[config.mk]
export PLATFORM = sky130hd
export DESIGN_NAME = gpio_port
export DESIGN_NICKNAME = d
export VERILOG_FILES = /design/src/rtl/gpio_pkg.sv /design/src/rtl/gpio_sync.sv /design/src/rtl/gpio_regs.sv /design/src/rtl/gpio_pinmux.sv /design/src/rtl/gpio_port.sv
export SDC_FILE = /design/constraint.sdc
export NUM_CORES = 1
export LEC_CHECK = 0
export BUFFER_PORTS_ARGS = -buffer_cell sky130_fd_sc_hd__buf_4
export CORE_MARGIN = 2
export CORE_UTILIZATION = 36
export CTS_BUF_LIST = sky130_fd_sc_hd__clkbuf_16
export DETAILED_ROUTE_END_ITERATION = 16
export PLACE_DENSITY = 0.69
export SYNTH_ARGS = -nofsm -noshare
export SYNTH_HDL_FRONTEND = slang
export SYNTH_SLANG_ARGS = --single-unit
[constraint.sdc]
create_clock -name clk -period 1.4 [get_ports clk]
set_input_delay 0.07 -clock clk [delete_from_list [all_inputs] [get_ports clk]]
set_output_delay 0.07 -clock clk [all_outputs]
set_load 0.05 [all_outputs]
[src/rtl/gpio_pkg.sv]
package gpio_pkg;
  localparam int unsigned ADDR_W = 2;
  localparam logic [ADDR_W-1:0] A_DATA = 2'd0;
  localparam logic [ADDR_W-1:0] A_DIR  = 2'd1;
  localparam logic [ADDR_W-1:0] A_PULL = 2'd2;

  typedef enum logic [1:0] {
    OWN_GPIO  = 2'd0,
    OWN_TIMER = 2'd1,
    OWN_ADDR  = 2'd2,
    OWN_LCD   = 2'd3
  } pin_owner_e;

  function automatic pin_owner_e pick_owner(input logic lcd_pin, input logic expanded,
                                            input logic timer);
    if (lcd_pin)       return OWN_LCD;
    else if (expanded) return OWN_ADDR;
    else if (timer)    return OWN_TIMER;
    else               return OWN_GPIO;
  endfunction
endpackage

[src/rtl/gpio_sync.sv]
module gpio_sync #(
  parameter int unsigned W = 8
) (
  input  logic         clk,
  input  logic         rst_n,
  input  logic [W-1:0] d,
  output logic [W-1:0] q
);
  logic [W-1:0] stage1, stage2;
  logic [1:0]   warm;

  always_ff @(posedge clk) begin
    if (!rst_n) begin
      stage1 <= '0;
      stage2 <= '0;
      warm   <= '0;
    end else begin
      stage1 <= d;
      stage2 <= stage1;
      if (warm != 2'd3) warm <= warm + 2'd1;
    end
  end

  assign q = stage2;

  wire sync_ready = (warm == 2'd3);
  AST_SYNC_TWO_EDGES: assert property (@(posedge clk) disable iff (!rst_n)
    sync_ready |-> (q == $past(d, 2)));
endmodule

[src/rtl/gpio_regs.sv]
module gpio_regs
  import gpio_pkg::*;
#(
  parameter int unsigned W = 8
) (
  input  logic              clk,
  input  logic              rst_n,
  input  logic              wr,
  input  logic [ADDR_W-1:0] addr,
  input  logic [W-1:0]      wdata,
  input  logic [W-1:0]      pins_sync,
  output logic [W-1:0]      latch_q,
  output logic [W-1:0]      dir_q,
  output logic              pull_q,
  output logic [W-1:0]      rdata
);
  wire wr_data = wr && (addr == A_DATA);
  wire wr_dir  = wr && (addr == A_DIR);
  wire wr_pull = wr && (addr == A_PULL);

  always_ff @(posedge clk) begin
    if (!rst_n) begin
      latch_q <= '0;
      dir_q   <= '0;
      pull_q  <= 1'b0;
    end else begin
      if (wr_data) latch_q <= wdata;
      if (wr_dir)  dir_q   <= wdata;
      if (wr_pull) pull_q  <= wdata[0];
    end
  end

  always_comb begin
    unique case (addr)
      A_DATA:  rdata = pins_sync;
      A_DIR:   rdata = dir_q;
      A_PULL:  rdata = {{(W-1){1'b0}}, pull_q};
      default: rdata = '0;
    endcase
  end

  AST_LATCH_ALWAYS_LOADS: assert property (@(posedge clk) disable iff (!rst_n)
    wr_data |=> (latch_q == $past(wdata)));
  AST_DIR_HOLDS: assert property (@(posedge clk) disable iff (!rst_n)
    !wr_dir |=> $stable(dir_q));
endmodule

[src/rtl/gpio_pinmux.sv]
module gpio_pinmux
  import gpio_pkg::*;
#(
  parameter int unsigned W        = 8,
  parameter int unsigned LCD_PINS = 4
) (
  input  logic                clk,
  input  logic                rst_n,
  input  logic [W-1:0]        latch_q,
  input  logic [W-1:0]        dir_q,
  input  logic                mode_expanded,
  input  logic [W-1:0]        addr_hi,
  input  logic [W-1:0]        oc_own,
  input  logic [W-1:0]        oc_val,
  input  logic                lcd_en,
  input  logic [LCD_PINS-1:0] lcd_seg,
  output logic [W-1:0]        pin_out,
  output logic [W-1:0]        pin_oe
);
  localparam int unsigned LCD_BASE = W - LCD_PINS;

  for (genvar i = 0; i < W; i++) begin : g_pin
    logic       lcd_here;
    logic       seg_bit;
    pin_owner_e owner;

    if (i >= LCD_BASE) begin : g_lcd
      assign lcd_here = lcd_en;
      assign seg_bit  = lcd_seg[i-LCD_BASE];
    end else begin : g_plain
      assign lcd_here = 1'b0;
      assign seg_bit  = 1'b0;
    end

    assign owner = pick_owner(lcd_here, mode_expanded, oc_own[i]);

    always_comb begin
      unique case (owner)
        OWN_LCD:   begin pin_out[i] = seg_bit;    pin_oe[i] = 1'b1;     end
        OWN_ADDR:  begin pin_out[i] = addr_hi[i]; pin_oe[i] = 1'b1;     end
        OWN_TIMER: begin pin_out[i] = oc_val[i];  pin_oe[i] = 1'b1;     end
        default:   begin pin_out[i] = latch_q[i]; pin_oe[i] = dir_q[i]; end
      endcase
    end

    AST_TIMER_OWNS_PIN: assert property (@(posedge clk) disable iff (!rst_n)
      (oc_own[i] && !mode_expanded && !lcd_here) |-> (pin_oe[i] && pin_out[i] == oc_val[i]));
    AST_ADDR_OWNS_PIN: assert property (@(posedge clk) disable iff (!rst_n)
      (mode_expanded && !lcd_here) |-> (pin_oe[i] && pin_out[i] == addr_hi[i]));
    AST_GPIO_FOLLOWS_DIR: assert property (@(posedge clk) disable iff (!rst_n)
      (!oc_own[i] && !mode_expanded && !lcd_here) |-> (pin_oe[i] == dir_q[i] && pin_out[i] == latch_q[i]));
  end

  for (genvar j = LCD_BASE; j < W; j++) begin : g_lcd_chk
    AST_LCD_OWNS_PIN: assert property (@(posedge clk) disable iff (!rst_n)
      lcd_en |-> (pin_oe[j] && pin_out[j] == lcd_seg[j-LCD_BASE]));
  end
endmodule

[src/rtl/gpio_port.sv]
module gpio_port
  import gpio_pkg::*;
#(
  parameter int unsigned W        = 8,
  parameter int unsigned LCD_PINS = 4
) (
  input  logic                clk,
  input  logic                rst_n,
  input  logic                bus_wr,
  input  logic [ADDR_W-1:0]   bus_addr,
  input  logic [W-1:0]        bus_wdata,
  output logic [W-1:0]        bus_rdata,
  input  logic                mode_expanded,
  input  logic [W-1:0]        addr_hi,
  input  logic [W-1:0]        oc_own,
  input  logic [W-1:0]        oc_val,
  input  logic                lcd_en,
  input  logic [LCD_PINS-1:0] lcd_seg,
  input  logic [W-1:0]        pin_in,
  output logic [W-1:0]        pin_out,
  output logic [W-1:0]        pin_oe,
  output logic [W-1:0]        pin_pu
);
  logic [W-1:0] pins_sync;
  logic [W-1:0] latch_q;
  logic [W-1:0] dir_q;
  logic         pull_q;

  gpio_sync #(.W(W)) u_sync (
    .clk(clk), .rst_n(rst_n), .d(pin_in), .q(pins_sync)
  );

  gpio_regs #(.W(W)) u_regs (
    .clk(clk), .rst_n(rst_n), .wr(bus_wr), .addr(bus_addr), .wdata(bus_wdata),
    .pins_sync(pins_sync), .latch_q(latch_q), .dir_q(dir_q), .pull_q(pull_q),
    .rdata(bus_rdata)
  );

  gpio_pinmux #(.W(W), .LCD_PINS(LCD_PINS)) u_mux (
    .clk(clk), .rst_n(rst_n), .latch_q(latch_q), .dir_q(dir_q),
    .mode_expanded(mode_expanded), .addr_hi(addr_hi), .oc_own(oc_own), .oc_val(oc_val),
    .lcd_en(lcd_en), .lcd_seg(lcd_seg), .pin_out(pin_out), .pin_oe(pin_oe)
  );

  assign pin_pu = {W{pull_q}} & ~pin_oe;

  AST_NO_PULL_ON_DRIVEN: assert property (@(posedge clk) disable iff (!rst_n)
    (pin_pu & pin_oe) == '0);
  AST_PULL_ON_INPUTS: assert property (@(posedge clk) disable iff (!rst_n)
    pull_q |-> (pin_pu == ~pin_oe));
endmodule

==> impl_results.md <==
- Synth area leader: dfxtp_1
- Setup violators final: 0
- Avg WL per Cell: 12.5 um
- Drt pass-1 iters: 4
- Rows: 23
- Hold_sp: pin_in[2]
- Worst EP required: 1.33 ns
- Critical R2R Launch: u_regs.dir_q[7]$_SDFFE_PN0P_
- Hold WS: 0.00667 ns
- Startpoint class of the critical path: flip-flop
- Slew @ Worst Pin: 0.245 ns
- Pwr Density: 1190 nW/um^2
- Num CTS Buffers: 5
- Max Slew Vio Count: 0
- Largest net degree at the start of global routing: 34
- Drt initial violations: 18
- FF-to-FF setup slack: 0.71 ns
- H-tree depth: 2
- Syn nets: 217
- Num Clock Sinks: 33
- Top cells by area, synth: dfxtp_1 (42%), mux2i_1 (20%), nor2b_1 (6.8%)
- Synth async-reset ratio: 0%
- CP startpoint: u_regs.latch_q[6]$_SDFFE_PN0P_
- R2r endpoint: u_regs.dir_q[7]$_SDFFE_PN0P_
- Setup Skew: 0.000716 ns
- Routed Antenna Nets: 0
- Syn avg cell area: 9.42 um^2
- Via/cell ratio: 4.59
- Hold WC Path Type: primary input to flip-flop
- Max cap viols: 0
- Crit-path max cell delay: 0.32 ns
- Worst Reg-to-Reg Cells: 2
- Period utilisation layout: 93.9%
- RSZ-0062 raised after global routing: no
- Post-CTS sizing: 0
- CP max FO: 2
- Family with the most delay on the worst path: multiplexers
- Status: complete, no violations
- IO Port Bufs: 82
- TritonCTS clock tree: yes
- Initial antenna violation count: 0
- Cell Area, Synth: 1560 um^2
- Crit Path Category: flip-flop to primary output
- Fillers: 376
- Placement Cell Area: 2210 um^2
- VDD IR max: 1.12 mV
- Core Area: 4090 um^2
- Yosys warns: 0
- Share of the synthesized area in the top cell type: 42.2%
- Critical path depth in cells: 4
- Top_reg_cell synth: dfxtp_1
- Share of layout cells above drive strength 1: 41.9%
- Clock root buffer: clkbuf_16
- # nets final: 298
- Die X: 69.9 um
- Design area: 2410 um^2
- Setup crit end kind: primary output
- Vias: 1368
- Max Buffers Root-to-Sink: 2
- Post-CTS setup buffers: 0
- Synth Register Bits: 33
- Num ports: 83
- Vias in the first global route: 1307
- Die height: 69.9 um
- Final Hold Vio Count: 0
- Die area: 4890 um^2
- Number of synthesized flops with an enable pin: 0
- Static Leak: 1.15 nW
- Sequential share of the synthesized area: 42.2%
- Post-Route WL: 3.74 mm
- # DRC: 0
- Initial Util: 38.3%
- GPL Wtd Cong: 0.692
- Setup TNS: 0 ns
- Fmax: 761 MHz
- Grt ovf: 0
- Synthesis-to-layout area growth: 54.1%
- Slew margin rel.: 83.7%
- Global Route Usage Sum: 15.5%
- Worst-path clk slew: 0.05 ns
- Critical Path End: pin_out[6]
- CP cell instances: mux2_2 -> mux2i_1 -> o21ai_1 -> buf_4
- Final Util: 59.0%
- Placed Cells: 290
- Worst-Skew Late Latency: 0.27 ns
- Hold_buf cts: 0
- CP Buf/Inv Count: 1
- Post-Syn Instances: 166
- Worst EP arrival: 1.24 ns
- Post-route insts no fill: 298
- Min Tclk post-route: 1.31 ns
- Post-DP HPWL: 2.86 mm
- Slowest CP cell: dfxtp_1
- Global-route wire length before repair: 6.15 mm
- ANT cells: 0
- Synth cell types: 20
## registers in the layout (all words and copies together), names as in the netlist
name,cells
u_sync.stage1,8
u_regs.pull_q,1
u_regs.dir_q,8
u_regs.latch_q,8
u_sync.q,8
## through the flow
stage | setup slack, ns | total power, mW
after floorplan | -0.211 | 1.31
after global placement | 0.361 | 1.51
after detailed placement | 0.349 | 1.51
after CTS | 0.0697 | 2.90
after global routing | 0.0188 | 3.00
final | 0.0857 | 2.87
## final cells by class
cell class | instances | area [um^2] | share of cell area, %
tap | 50 | 62.6 | 2.60
multi-input combinational | 122 | 861 | 35.7
clock inverter | 3 | 65.1 | 2.70
sequential | 33 | 662 | 27.5
inverter | 1 | 3.75 | 0.156
timing repair buffer | 84 | 631 | 26.2
clock buffer | 5 | 125 | 5.19
## cell families (layout without fill, tap and decap cells)
group / after synthesis / in the layout / synth area share, %
simple gates: 77 / 77 / 27.2
mux: 35 / 35 / 22.6
flops: 33 / 33 / 42.2
buf+inv: 11 / 93 / 4.48
compound gates: 10 / 10 / 3.44
## Yosys cell counts, types with 3 or more instances
cell type / count
nor3_1: 8
nor2_1: 12
or3_1: 4
nor2b_1: 17
nand3b_1: 4
nand2_1: 13
buf_4: 3
mux2i_1: 32
and2_1: 16
dfxtp_1: 33
clkbuf_1: 3
o21ai_0: 9
mux2_2: 3
## how the worst min path moves through the flow
stage	endpoint	slack [ns]	cells after the start
CTS	u_sync.stage1[2]$_SDFF_PN0_	0.003	2
detailed placement	u_sync.stage1[4]$_SDFF_PN0_	0.28	2
global route	u_sync.stage1[0]$_SDFF_PN0_	0.0009	2
global placement	u_sync.stage1[6]$_SDFF_PN0_	0.28	2
floorplan	u_sync.stage1[0]$_SDFF_PN0_	0.20	1
finish	u_sync.stage1[2]$_SDFF_PN0_	0.007	2
## layer usage
layer / GRT usage [%] / wire [um] / vias up
li1: - / - / 713
met2: 24.8 / 1780 / 53
met1: 19.8 / 1630 / 602
met3: 6.06 / 329 / 0
met5: 0 / 0 / -
met4: 3.21 / 0 / 0
## cell usage in the layout, fill, tap and decap left out
cell type	synthesis	routed
nand3b_1	4	4
clkinv_2	0	1
and2_1	16	16
nand2b_2	0	1
nor2_4	1	1
nor3b_2	1	1
nor2b_1	17	17
o21ai_0	9	1
mux2i_1	32	32
clkbuf_16	0	5
dfxtp_1	33	32
nand2_1	13	13
or3_1	4	4
dfxtp_2	0	1
nor2_1	12	12
inv_1	1	1
a32oi_1	1	1
nor3_1	8	3
nor3_2	0	5
bufinv_16	0	2
buf_4	3	84
mux2_2	3	3
o21ai_1	0	8
## report_power, final
group,total [mW],switching [mW],internal (mW)
registers,0.998,0.0195,0.979
clock network,1.38,0.365,1.01
logic,0.495,0.273,0.222
Power figures use the tool's default switching activity.
